==> src/rtl/twi_fifo_pair.sv <==
module twi_fifo_pair #(
  parameter int DW    = 8,
  parameter int DEPTH = 16
) (
  input  logic                           clk,
  input  logic                           rst_n,
  input  logic                           enable,
  input  logic                           tx_abort,
  input  logic                           slv_tx_abort,
  input  logic                           tx_push,
  input  logic [DW-1:0]                  tx_wdata,
  input  logic                           tx_pop,
  output logic [DW-1:0]                  tx_rdata,
  output logic [$clog2(DEPTH+1)-1:0]     tx_level,
  output logic                           tx_full,
  output logic                           tx_empty,
  output logic                           tx_ovf,
  output logic                           tx_udf,
  input  logic                           rx_push,
  input  logic [DW-1:0]                  rx_wdata,
  input  logic                           rx_pop,
  output logic [DW-1:0]                  rx_rdata,
  output logic [$clog2(DEPTH+1)-1:0]     rx_level,
  output logic                           rx_full,
  output logic                           rx_empty,
  output logic                           rx_ovf,
  output logic                           rx_udf
);
  localparam int AW = $clog2(DEPTH);
  localparam int LW = $clog2(DEPTH+1);

  logic [1:0]    flush, push, pop, ovf, udf;
  logic [DW-1:0] wdata [2];
  logic [DW-1:0] rdata [2];
  logic [LW-1:0] lvl   [2];

  assign flush = {~enable | tx_abort, ~enable | tx_abort | slv_tx_abort};
  assign push  = {rx_push, tx_push};
  assign pop   = {rx_pop, tx_pop};
  assign wdata[0] = tx_wdata;
  assign wdata[1] = rx_wdata;

  for (genvar g = 0; g < 2; g++) begin : g_fifo
    logic [DW-1:0] mem [DEPTH];
    logic [AW-1:0] wp, rp;
    logic [LW-1:0] cnt;
    logic          ovf_q, udf_q;
    logic          push_ok, pop_ok;

    assign push_ok = push[g] && !flush[g] && (cnt != LW'(DEPTH));
    assign pop_ok  = pop[g]  && !flush[g] && (cnt != '0);

    always_ff @(posedge clk or negedge rst_n) begin
      if (!rst_n) begin
        wp <= '0; rp <= '0; cnt <= '0; ovf_q <= 1'b0; udf_q <= 1'b0;
      end else if (flush[g]) begin
        wp <= '0; rp <= '0; cnt <= '0; ovf_q <= 1'b0; udf_q <= 1'b0;
      end else begin
        ovf_q <= push[g] && !push_ok;
        udf_q <= pop[g] && !pop_ok;
        if (push_ok) wp <= (wp == AW'(DEPTH-1)) ? '0 : wp + 1'b1;
        if (pop_ok)  rp <= (rp == AW'(DEPTH-1)) ? '0 : rp + 1'b1;
        if (push_ok && !pop_ok)      cnt <= cnt + 1'b1;
        else if (pop_ok && !push_ok) cnt <= cnt - 1'b1;
      end
    end

    always_ff @(posedge clk)
      if (push_ok) mem[wp] <= wdata[g];

    assign rdata[g] = mem[rp];
    assign lvl[g]   = cnt;
    assign ovf[g]   = ovf_q;
    assign udf[g]   = udf_q;
  end

  assign tx_rdata = rdata[0];
  assign tx_level = lvl[0];
  assign tx_full  = lvl[0] == LW'(DEPTH);
  assign tx_empty = lvl[0] == '0;
  assign tx_ovf   = ovf[0];
  assign tx_udf   = udf[0];
  assign rx_rdata = rdata[1];
  assign rx_level = lvl[1];
  assign rx_full  = lvl[1] == LW'(DEPTH);
  assign rx_empty = lvl[1] == '0;
  assign rx_ovf   = ovf[1];
  assign rx_udf   = udf[1];
endmodule

==> config.mk <==
export PLATFORM = sky130hd
export DESIGN_NAME = twi_fifo_pair
export DESIGN_NICKNAME = d
export VERILOG_FILES = /design/src/rtl/twi_fifo_pair.sv
export SDC_FILE = /design/constraint.sdc
export NUM_CORES = 1
export LEC_CHECK = 0
export ABC_AREA = 1
export ABC_CLOCK_PERIOD_IN_PS = 2800
export CELL_PAD_IN_SITES_DETAIL_PLACEMENT = 0
export CELL_PAD_IN_SITES_GLOBAL_PLACEMENT = 1
export CORE_UTILIZATION = 40
export DETAILED_ROUTE_END_ITERATION = 8
export PLACE_DENSITY_LB_ADDON = 0.3
export SLEW_MARGIN = 20
export SYNTH_ARGS = -nofsm -noshare
export SYNTH_HDL_FRONTEND = slang
export SYNTH_SLANG_ARGS = --single-unit
==> constraint.sdc <==
create_clock -name clk -period 2.8 [get_ports clk]
set_clock_uncertainty 0.2 [all_clocks]
set_input_delay 0.56 -clock clk [delete_from_list [all_inputs] [get_ports clk]]
set_output_delay 0.56 -clock clk [all_outputs]
set_load 0.02 [all_outputs]
* Word-level counts from Yosys, hierarchy flattened
Memory sizes are Yosys's and may differ from the RTL's.
Cells that the tools add are included.
** Word-level totals
- Bits in registers :: 30
- Memory bits (writable) :: 256
- Bits of input ports :: 25
- Output and inout bits :: 34
- Word-level logic and storage cells :: 89
- Memories :: 2
** Operators by class
- $add $sub $neg :: 8
- Eq/ne operators :: 8
- Mux-type cells :: 26
- Bitwise operators :: 3
- Reduce and logical (&&, ||, !) cells :: 32
** Memory list
- g_fifo[0].mem :: depth 16, width 8, read ports 1, clocked after memory_dff 0, wr ports 1, line 44 : logic [DW-1:0] mem [DEPTH];
- g_fifo[1].mem :: depth 16, width 8, read ports 1, clocked after memory_dff 0, wr ports 1, line 44
** Operators by type and width (number)
- $mux W4 :: 12
- $mux W5 :: 6
- $add A4 B1 Y4 const B :: 4
- $eq A4 B4 Y1 const B :: 4
- $logic_and A1 B1 Y1 :: 16
- $add A5 B1 Y5 const B :: 2
- $eq A5 B5 Y1 const B :: 2
- $logic_not A5 Y1 :: 2
- $ne A5 B5 Y1 const B :: 2
- $reduce_bool A5 Y1 :: 2
- $sub A5 B1 Y5 const B :: 2
- $mux W1 :: 8
- $reduce_bool A2 Y1 :: 4
- $logic_not A1 Y1 :: 6
- $reduce_bool A3 Y1 :: 2
- $or A1 B1 Y1 :: 2
- $not A1 Y1 :: 1

* Depth between registers and ports, before layout
Gate-level depths: netlist (run 1).
- Word-level depth :: 11
- Mapped depth :: 16

* Worst setup path before layout (run 1)
OpenSTA, ideal clock, no wires.
- Path type :: flip-flop to flip-flop
- Start :: reg g_fifo[0].cnt[0] (netlist: tx_level[0])
- End :: reg g_fifo[0].cnt[4] (netlist: tx_level[4])
- Data arrival time :: 2.287 ns
- Required time :: 2.483 ns
- Slack :: 0.196 ns
- Cell stages (with the launch flop) :: 15
- Path buffers :: 0
- Period minus slack after synthesis :: 2.604 ns
- Cell sequence :: dfrtp_1 > nor2_1 > nand2_1 > nor2_1 > nor2_4 > nand2_2 > ha_1 > a21oi_1 > nand3_1 > nand2_1 > inv_1 > nand2_1 > nand2_1 > nand2_1 > nand2_1
** On the way
- Longest elaborated chain between the ends :: 6
- Elaborated cells between the ends (all ways) :: 14
** Ends and longest elaborated chain
- start: declaration :: line 46 : logic [LW-1:0] cnt;
- start signal: assignment :: line 63 : if (push_ok && !pop_ok) cnt <= cnt + 1'b1;
- start signal: assignment :: line 64 : else if (pop_ok && !push_ok) cnt <= cnt - 1'b1;
- parallel branches: the longest is 6 deep, another holds $sub A5 B1 Y5
Parallel ways; which one is timed is not known. The select of a mux whose other input is x is not followed.
A chain may end at the register's enable or synchronous reset.

* Final worst setup path (run 1)
- Start :: reg g_fifo[0].rp[0]
- End :: out tx_rdata[6]
** On the way
- Longest elaborated chain between the ends :: 1
** Ends and longest elaborated chain
- start: declaration :: line 45 : logic [AW-1:0] wp, rp;
- start signal: assignment :: line 62 : if (pop_ok) rp <= (rp == AW'(DEPTH-1)) ? '0 : rp + 1'b1;
- $mem_v2 Z16 W8
- end: declaration :: line 13 : output logic [DW-1:0] tx_rdata,
No other way between the ends.

==> reports/results.txt, run 1 <==
Syn Nets: 1067
Final Max Tran Viols: 0
# IOs: 59
Power per standard cell area: 617 nW/um2
H-tree levels: 1
CTS Buffer Depth: 3
Synthesis-to-finish area growth: 27.2%
Largest stage delay, worst path: 0.41 ns
Grt ovf: 0
Largest net degree at the start of global routing: 44
Synth cell count leaders: edfxtp_1 (256), nor2_1 (212), o21ai_0 (148), nand2_1 (126), nand3_1 (40)
Routed Antenna Nets: 0
Critical Path Source Type: register
Clock Root Buffer: clkbuf_16
Synthesis warning total: 0
Reg-to-reg startpoint: tx_level[2]
Core ar.: 29100 um2
Number of iterations in the first detailed-routing pass: 5
Final Setup Violations: 10
Antenna cells: 0
# DRC: 0
Area contributors post-synth: edfxtp_1 (64%), nor2_1 (6.6%), dfrtp_1 (6.3%)
Post-DP HPWL: 17700 um
Storage cell area: 8440 um2
Drt total wl: 29700 um
Final hold vios: 0
Worst Setup Path Type: reg -> out
Vias per Instance: 5.21
Cell Area, Synth: 12000 um2
Vias: 8233
R2r setup slk: 0.47 ns
Cells after DPL: 1504
Most common flop cell mapped by yosys: edfxtp_1
Most used cell, CP: nand3_1
Wire per inst: 18.8 um
Yosys top cell area share: 0.642
Row cnt: 62
Initial antenna violation count: 0
Comb pwr share: 0.070
RSZ-0062 raised after global routing: yes
Post-route worst setup slack: -0.0962 ns
Sink Count: 286
Switching Fraction: 0.213
Iter 0 DRT Violations: 618
Share of total power in sequential cells: 0.500
Required time of the critical path: 2.04 ns
Max FO, Critical Path: 11
Reg2reg end: tx_level[4]
Clock power frac: 0.430
Highest Clock Rate: 345 MHz
Peak VDD IR: 0.000523 V
Cell internal pwr: 7400 uW
CTS tree: done
Post-Layout Cell Count: 1580
Final nets: 1217
Count leader, synth: edfxtp_1
Status: finished, violations left
Critical-path cell with the highest stage delay: dfrtp_2
Avg Cell Area, Syn: 11.7 um2
Placer Congestion: 0.772
Failing checks: negative setup slack
Slew HR: 0.535
Hold/Removal Path Class: in -> async
Number of synthesized register bits: 286
Vias in the first global route: 8098
Clk_lat worst skew: 0.55 ns
Synth async-reset ratio: 0.105
Die Span Y: 175 um
First-pass GRT wire length: 45500 um
Gate Count Post-Synth: 1022
Max-capacitance violation count: 0
Critical Path AT: 2.14 ns
Leak: 0.00555 uW
Initial core utilization: 0.412
Minimum clock period: 2.90 ns
Number of synthesized flops with an enable pin: 256
Post-synth top area cell: edfxtp_1
Sequential area share after synthesis: 0.705
CP Capture Type: output pin
Share of cells above drive strength 1: 0.190
CTS Buf Count: 30
# fillers: 2478
Number of cells on the worst reg-to-reg path: 14
Port Buf Inserts: 58
Fin Hold WS: 0.206 ns
Number of distinct library cells after synthesis: 29
Period Utilization, post-route: 1.03
Clk slew on worst S/H paths: 0.06 ns
Die area: 30600 um2
Total global-route track usage: 0.192
P_sw: 2000 uW
Die extent in x: 175 um
Multi-input gate area: 3390 um2
Crit path cell chain: buf_12 -> clkbuf_16 -> o21ai_0 -> o211ai_1 -> nand3_1 -> nand3_1 -> buf_4
Slew at the pin closest to its max-slew limit: 0.695 ns
==> metrics by stage <==
| step | util | total power, uW | TNS, ns | setup slack [ns] | instance area (um2) |
|---|---|---|---|---|---|
| after detailed placement | 0.468 | 5370 | -0.0744 | -0.0457 | 13600 |
| after CTS | 0.511 | 9430 | -0.955 | -0.141 | 14900 |
| final | 0.524 | 9400 | -0.392 | -0.0962 | 15200 |
| after floorplan | - | 5070 | 0 | 0.196 | 12000 |
| after global routing | 0.524 | 9700 | -1.61 | -0.147 | 15200 |
| after global placement | 0.468 | 5370 | 0 | 0.00793 | 13600 |
==> cell type report <==
cell class | count | share of cell area
clock buffers | 33 | 0.0514
clock inverters | 23 | 0.0149
inverters | 43 | 0.0120
multi-input cells | 650 | 0.222
flip-flops and latches | 286 | 0.554
well taps | 384 | 0.0315
repair buffers | 161 | 0.114
==> repair_timing <==
item | in CTS | in global routing
gates cloned | 6 | 8
resized for setup | 135 | 83
pin swaps | 28 | 35
hold buffers | 0 | 0
endpoints found under the hold margin | 0 | 0
setup endpoints to repair | 20 | 17
setup buffers | 5 | 4
==> power by group through the flow <==
| stage | Sequential, uW | Clock (uW) | Combinational [uW] |
|---|---|---|---|
| 2_1_floorplan | 4800 | 0 | 268 |
| 3_3_place_gp | 4790 | 0 | 581 |
| 3_5_place_dp | 4790 | 0 | 585 |
| 4_1_cts | 4700 | 4120 | 609 |
| 5_1_grt | 4700 | 4270 | 722 |
| 6_report | 4700 | 4040 | 660 |
==> routing by layer <==
layer / global-route usage / vias to the layer above / part of all wire
li1: - / 3949 / -
met1: 0.281 / 4022 / 0.48
met2: 0.299 / 216 / 0.45
met3: 0.0252 / 46 / 0.048
met4: 0.0558 / 0 / 0.021
met5: 0 / - / 0
==> worst max-delay path, delay by kind of cell, from the launching register on <==
| kind | cells | cell delay (ns) |
|---|---|---|
| buffers and inverters | 3 | 0.50 |
| flip-flops | 1 | 0.41 |
| AO/OA/AOI/OAI | 2 | 0.39 |
| AND/OR/NAND/NOR | 2 | 0.28 |
==> state kept, by name, indices dropped and copies added (netlist names) <==
name	flops
rx_ovf	1
rx_udf	1
g_fifo.wp	8
tx_udf	1
tx_level	5
tx_ovf	1
g_fifo.rp	8
rx_level	5
g_fifo.mem	256
==> placed cells by master (no fill, tap or decap), types with 3 or more instances in the layout <==
cell	n
inv_1	33
nand2_1	122
a21oi_1	12
clkbuf_16	39
nand4_1	3
buf_16	4
o21ai_1	37
nand3_2	10
nand3_1	32
nor2_4	6
xnor2_1	3
buf_12	11
nor2_1	191
dlygate4sd2_1	4
nor2_2	17
clkdlybuf4s50_1	38
clkinv_1	17
o21ai_2	14
clkinv_2	4
edfxtp_1	256
buf_4	77
inv_2	3
dfrtp_1	28
bufinv_16	5
buf_6	16
nand2_2	7
o21ai_0	98
o211ai_1	32
ha_1	18
nor3_1	6
o22ai_1	31
==> worst max-delay path by stage <==
stage	endpoint	cells after the start	slack, ns	start
after floorplan	tx_level[4]	14	0.20	tx_level[0]
after global placement	tx_level[4]	15	0.008	enable
after detailed placement	rx_level[4]	15	-0.05	enable
after CTS	rx_rdata[1]	9	-0.14	g_fifo[1].rp[0]
after global routing	rx_rdata[0]	8	-0.15	g_fifo[1].rp[0]
final	tx_rdata[6]	7	-0.1	g_fifo[0].rp[0]
==> cell families after synthesis <==
kind of cell,count (synthesis),share of synthesized area
simple gates,396,0.134
flops,286,0.705
compound gates,230,0.107
buf+inv,86,0.0285
fa+ha+maj,20,0.0222
xor+xnor,4,0.00293
Power figures use the tool's default switching activity.
==> inputs of run 2 (changes only) <==
--- a/config.mk
+++ b/config.mk
@@ -6,10 +6,10 @@
 export NUM_CORES = 1
 export LEC_CHECK = 0
 export ABC_AREA = 1
-export ABC_CLOCK_PERIOD_IN_PS = 2800
+export ABC_CLOCK_PERIOD_IN_PS = 3400
 export CELL_PAD_IN_SITES_DETAIL_PLACEMENT = 0
 export CELL_PAD_IN_SITES_GLOBAL_PLACEMENT = 1
-export CORE_UTILIZATION = 40
+export CORE_UTILIZATION = 53
 export DETAILED_ROUTE_END_ITERATION = 8
 export PLACE_DENSITY_LB_ADDON = 0.3
 export SLEW_MARGIN = 20
==> constraint.sdc (replaced) <==
create_clock -name clk -period 3.4 [get_ports clk]
set_clock_uncertainty 0.2 [all_clocks]
set_input_delay 0.68 -clock clk [delete_from_list [all_inputs] [get_ports clk]]
set_output_delay 0.68 -clock clk [all_outputs]
set_load 0.02 [all_outputs]
==> run 2 against run 1 <==
The flow finishes with violations (design-rule violations); die area decreased by 24%; first-iteration DRC count up 19%; non-clock buffer count is 41 lower; final cell count shrank 9.4%; via count decreased by 2.8%; register-to-register slack better by 0.45 ns.
==> reports/results.txt, run 2 (synthesis gave the netlist of run 1 again) <==
Largest net degree at the start of global routing: 58
P_sw: 1570 uW
Crit path cell chain: inv_2 -> buf_12 -> nor2_1 -> o211ai_1 -> nand3_1 -> nand3_1 -> clkdlybuf4s50_1
Met1 global-route usage: 0.337
Status: finished, violations left
Share of cells above drive strength 1: 0.109
Core ar.: 22000 um2
Failing checks: design-rule violations
First-pass GRT wire length: 41500 um
Minimum clock period: 3.35 ns
Total global-route track usage: 0.228
Hold/Removal Path Class: in -> async
Critical Path Source Type: register
Clock Root Buffer: clkbuf_16
Vias: 8005
Die area: 23200 um2
Commonest non-fill, non-tap cells in the layout: edfxtp_1 (256), nor2_1 (212), o21ai_0 (148), nand2_1 (126), buf_4 (52)
CTS Buffer Depth: 3
Clk slew on worst S/H paths: 0.06 ns
Cts hold-fix bufs: 0
Final Setup Violations: 0
Die extent in x: 152 um
Slew at the pin closest to its max-slew limit: 0.766 ns
# DRC: 3
Max reg flops: 256
Grt ovf: 0
Final Cell Area: 14300 um2
Fin Hold WS: 0.322 ns
Period Utilization, post-route: 0.985
Top Registers: g_fifo.mem: 256 flops, g_fifo.rp: 8 flops, g_fifo.wp: 8 flops
Final nets: 1175
Total negative slack: 0 ns
Synthesis-to-finish area growth: 19.1%
Largest stage delay, worst path: 0.61 ns
Vias in the first global route: 7642
Multi-input gate area: 3190 um2
Post-DP HPWL: 16600 um
RSZ-0062 raised after global routing: yes
Sink Count: 286
Final hold vios: 0
Die Span Y: 152 um
Number of iterations in the first detailed-routing pass: 6
Antenna cells: 0
Iter 0 DRT Violations: 734
Busiest grt layer: met2
Port Buf Inserts: 58
Clock power frac: 0.421
Initial antenna violation count: 0
H-tree levels: 1
Wire per inst: 18.3 um
Initial core utilization: 0.545
Most flop-heavy register: g_fifo.mem
Critical-path cell with the highest stage delay: clkdlybuf4s50_1
Row cnt: 54
Worst Setup Path Type: reg -> out
Post-route worst setup slack: 0.0502 ns
Met3 Resource Use GR: 0.0293
Power per standard cell area: 523 nW/um2
Share of total power in sequential cells: 0.519
Peak VDD IR: 0.000423 V
Slew HR: 0.488
Final Max Tran Viols: 0
# IOs: 59
Drt total wl: 26200 um
Clk_lat worst skew: 0.54 ns
Comb pwr share: 0.060
CP Capture Type: output pin
Pre-CTS setup slack: 0.211 ns
Storage cell area: 8440 um2
Highest Clock Rate: 299 MHz
CTS Buf Count: 29
CTS tree: done
Placer Congestion: 0.811
Routed Antenna Nets: 0
Switching Fraction: 0.211
# fillers: 1635
Max-capacitance violation count: 0
Most used cell, CP: nand3_1
Critical Path AT: 2.47 ns
Max FO, Critical Path: 35
Leak: 0.00520 uW
Cell internal pwr: 5890 uW
Most common cell after layout, fill and taps aside: edfxtp_1
Vias per Instance: 5.59
M2 GR Usage: 0.367
Placed Area: 13200 um2
Required time of the critical path: 2.52 ns
[run 2: changes by cell type in the layout (fill, tap and decap cells not counted), moves of 8 or more]
| cell | change |
|---|---|
| o21ai_0 | +50 |
| o21ai_1 | -35 |
| buf_4 | -25 |
| nor2_1 | +21 |
| nor2_2 | -17 |
| o21ai_2 | -14 |
| buf_6 | -13 |
| dlymetal6s2s_1 | +10 |
| clkbuf_16 | -9 |
| clkinv_1 | -8 |
| nand3_1 | +8 |
| nand3_2 | -8 |
[run 2: power by group through the flow]
stage               logic, uW  clock network [uW]  registers, uW
floorplan                 221                   0           3960
CTS                       449                3180           3870
detailed placement        446                   0           3950
global placement          440                   0           3950
finish                    448                3140           3870
global route              492                3300           3880
[run 2: per-layer routing]
layer | vias up | part of all wire | wire [um]
li1 | 3862 | - | -
met1 | 3854 | 0.46 | 12000
met2 | 265 | 0.46 | 12100
met3 | 24 | 0.069 | 1810
met4 | 0 | 0.011 | 301
met5 | - | 0 | 0
[run 2: path summary, 6_finish.rpt]
| check | start | endpoint | slack (ns) | depth (start not counted) |
|---|---|---|---|---|
| worst max-delay path | g_fifo[0].rp[0] | tx_rdata[6] | 0.05 | 7 |
| worst min-delay path | rst_n | tx_level[0] | 0.32 | 2 |
| worst max register to register | tx_level[0] | tx_level[4] | 0.92 | 14 |
| worst min register to register | tx_level[3] | tx_level[3] | 0.36 | 2 |
| max in group asynchronous | rst_n | g_fifo[0].rp[0] | 2.36 | 2 |
| min in group clk | tx_level[3] | tx_level[3] | 0.36 | 2 |
[run 2: critical path, delay by kind of cell (launching register included)]
kind	cells	cell delay [ns]
AOI/OAI and AO/OA	1	0.20
buffers and inverters	3	0.91
DFF	1	0.45
and+or+nand+nor	3	0.38
[run 2: per-stage QoR]
stage                     cells   util  total power, uW
after detailed placement   1376  0.603             4390
after global placement     1376  0.603             4390
final                      1432  0.650             7470
after floorplan            1022      -             4180
after global routing       1432  0.650             7670
after CTS                  1431  0.647             7500
[run 2: repair_timing]
item | CTS | global route
endpoints found under the setup margin | 11 | 11
setup buffers | 2 | 0
resized for setup | 7 | 16
pin swaps | 1 | 0
gates cloned | 0 | 1
[run 2: final cells by class]
cell class	instances	area share
Inverter	43	0.0113
Clock inverter	18	0.0144
Timing Repair Buffer	120	0.0816
Tap cell	280	0.0246
Clock buffer	35	0.0524
Sequential cell	286	0.592
Multi-Input combinational cell	650	0.224
==> inputs of run 3 (changes only) <==
--- a/config.mk
+++ b/config.mk
@@ -11,6 +11,7 @@
 export CELL_PAD_IN_SITES_GLOBAL_PLACEMENT = 1
 export CORE_UTILIZATION = 53
 export DETAILED_ROUTE_END_ITERATION = 8
+export GPL_ROUTABILITY_DRIVEN = 0
 export PLACE_DENSITY_LB_ADDON = 0.3
 export SLEW_MARGIN = 20
 export SYNTH_ARGS = -nofsm -noshare
==> constraint.sdc (replaced) <==
create_clock -name clk -period 3.4 [get_ports clk]
set_clock_uncertainty 0.2 [all_clocks]
set_input_delay 0.68 -clock clk [delete_from_list [all_inputs] [get_ports clk]]
set_output_delay 0.68 -clock clk [all_outputs]
set_load 0.05 [all_outputs]
==> run 3 against run 2 <==
The flow still finishes with violations (design-rule violations); clock-buffer cell count rose by 5; cell area is 1.6% lower; sequential power barely moved; routed wire length is 1.0% higher; worst setup slack better by 0.088 ns; critical path depth is 1 lower; first-iteration DRC count shrank 12%; global-route usage rose by 0.31 points; sequential share of layout area increased by 0.92 points; clock power about the same; critical endpoint is now tx_rdata[4].
==> reports/results.txt, run 3 (synthesis gave the netlist of run 1 again) <==
Final hold vios: 0
P_sw: 1630 uW
Total global-route track usage: 0.232
Vias per Instance: 5.61
RSZ-0062 raised after global routing: no
CTS Buffer Depth: 3
Die Span Y: 152 um
Final Cell Area: 14000 um2
Die area: 23200 um2
Worst Setup Path Type: reg -> out
Port Buf Inserts: 58
Post-route worst setup slack: 0.138 ns
# fillers: 1678
Leak: 0.00507 uW
CTS tree: done
Core ar.: 22000 um2
Failing checks: design-rule violations
Reg2reg end: tx_level[4]
Final nets: 1165
Critical Path Source Type: register
Clock power frac: 0.415
Total negative slack: 0 ns
First-pass GRT wire length: 42200 um
CP Capture Type: output pin
Largest stage delay, worst path: 0.39 ns
Max-capacitance violation count: 0
Final Max Tran Viols: 0
Power per standard cell area: 534 nW/um2
Share of total power in sequential cells: 0.516
Storage cell area: 8440 um2
Switching Fraction: 0.218
Minimum clock period: 3.26 ns
Clk slew on worst S/H paths: 0.06 ns
CTS Buf Count: 29
Initial antenna violation count: 0
Peak VDD IR: 0.000424 V
Wire per inst: 18.6 um
Initial core utilization: 0.545
Clk_lat worst skew: 0.53 ns
R2r setup slk: 0.98 ns
Iter 0 DRT Violations: 649
# IOs: 59
Met2 wire len: 12200 um
Drt total wl: 26500 um
Hold/Removal Path Class: in -> async
Reg-to-reg startpoint: tx_level[1]
Max reg flops: 256
Number of iterations in the first detailed-routing pass: 7
Final Setup Violations: 0
Status: finished, violations left
Placed Area: 13100 um2
Antenna cells: 0
Slew at the pin closest to its max-slew limit: 0.730 ns
Synthesis-to-finish area growth: 17.3%
Most used cell, CP: nand3_1
Number of cells on the worst reg-to-reg path: 14
Vias in the first global route: 7944
Required time of the critical path: 2.52 ns
Post-DP HPWL: 16300 um
Most flop-heavy register: g_fifo.mem
H-tree levels: 1
Clock Root Buffer: clkbuf_16
Met3 WL post-DR: 1700 um
Slew HR: 0.512
Critical-path cell with the highest stage delay: buf_6
Die extent in x: 152 um
Cts hold-fix bufs: 0
Highest Clock Rate: 307 MHz
Highest Signal Layer: met4
Cell internal pwr: 5860 uW
# DRC: 3
Top Registers: g_fifo.mem: 256 flops, g_fifo.rp: 8 flops, g_fifo.wp: 8 flops
Pre-CTS setup slack: 0.250 ns
Commonest non-fill, non-tap cells in the layout: edfxtp_1 (256), nor2_1 (212), o21ai_0 (148), nand2_1 (126), buf_4 (65)
Most common cell after layout, fill and taps aside: edfxtp_1
Multi-input gate area: 3190 um2
Comb pwr share: 0.069
Vias: 7983
Share of cells above drive strength 1: 0.109
Grt ovf: 0
Routed Antenna Nets: 0
Sink Count: 286
M1 WL: 12200 um
Largest net degree at the start of global routing: 66
Row cnt: 54
Critical Path AT: 2.38 ns
Period Utilization, post-route: 0.959
Crit path cell chain: buf_6 -> o21ai_0 -> o211ai_1 -> nand3_1 -> nand3_1 -> buf_4
Max FO, Critical Path: 65
==> run 3: cell count changes in the layout (fill, tap and decap cells not counted), sizes merged <==
| cell | before | now |
|---|---|---|
| bufinv | 4 | 3 |
| dlymetal6s2s | 10 | 1 |
| clkbuf | 36 | 40 |
| inv | 38 | 36 |
| dlygate4sd2 | 5 | 0 |
| clkinvlp | 3 | 1 |
| clkdlybuf4s50 | 43 | 41 |
| buf | 61 | 68 |
==> run 3: how the worst max path moves through the flow <==
stage | start | to | slack, ns | cells past startpoint
after floorplan | tx_level[0] | tx_level[4] | 0.23 | 14
after global placement | enable | tx_level[4] | 0.28 | 15
after detailed placement | tx_abort | tx_level[4] | 0.25 | 16
after CTS | g_fifo[0].rp[0] | tx_rdata[4] | 0.02 | 6
after global routing | g_fifo[0].rp[0] | tx_rdata[4] | 0.0007 | 8
final | g_fifo[0].rp[0] | tx_rdata[4] | 0.14 | 6
==> run 3: layer usage <==
metal,up-vias,GRT usage
li1,3839,-
met1,3883,0.344
met2,234,0.366
met3,27,0.0313
met4,0,0.0534
met5,-,0
==> run 3: area by class of cell <==
class,count,area share
inverters,43,0.0116
clock inverters,13,0.00971
well taps,280,0.0249
multi-input cells,650,0.227
clock buffers,40,0.0568
flip-flops and latches,286,0.601
repair buffers,110,0.0685
==> run 3: power by group through the flow <==
stage	logic [uW]	clock network, uW	registers [uW]
6_report	514	3110	3870
5_1_grt	559	3290	3870
3_5_place_dp	509	0	3950
2_1_floorplan	263	0	3980
3_3_place_gp	504	0	3950
4_1_cts	512	3160	3870
==> run 3: timing repair <==
| action | in CTS | in global routing |
|---|---|---|
| resized for setup | 0 | 3 |
| endpoints found under the setup margin | 0 | 6 |
| setup buffers | 0 | 1 |
| endpoints found under the hold margin | 0 | 0 |
==> run 3: critical path, delay by kind of cell (launching register included) <==
family	cells	cell delay, ns
buf+inv	2	0.59
compound gates	2	0.46
flops	1	0.37
simple gates	2	0.38
==> run 3: stage by stage <==
stage	hold WS (ns)	total power, uW	utilization	std cells
after floorplan	0.184	4250	-	1022
after detailed placement	0.335	4460	0.596	1368
after global placement	0.341	4450	0.596	1368
after CTS	0.341	7540	0.639	1421
final	0.338	7500	0.640	1422
after global routing	0.366	7720	0.640	1422
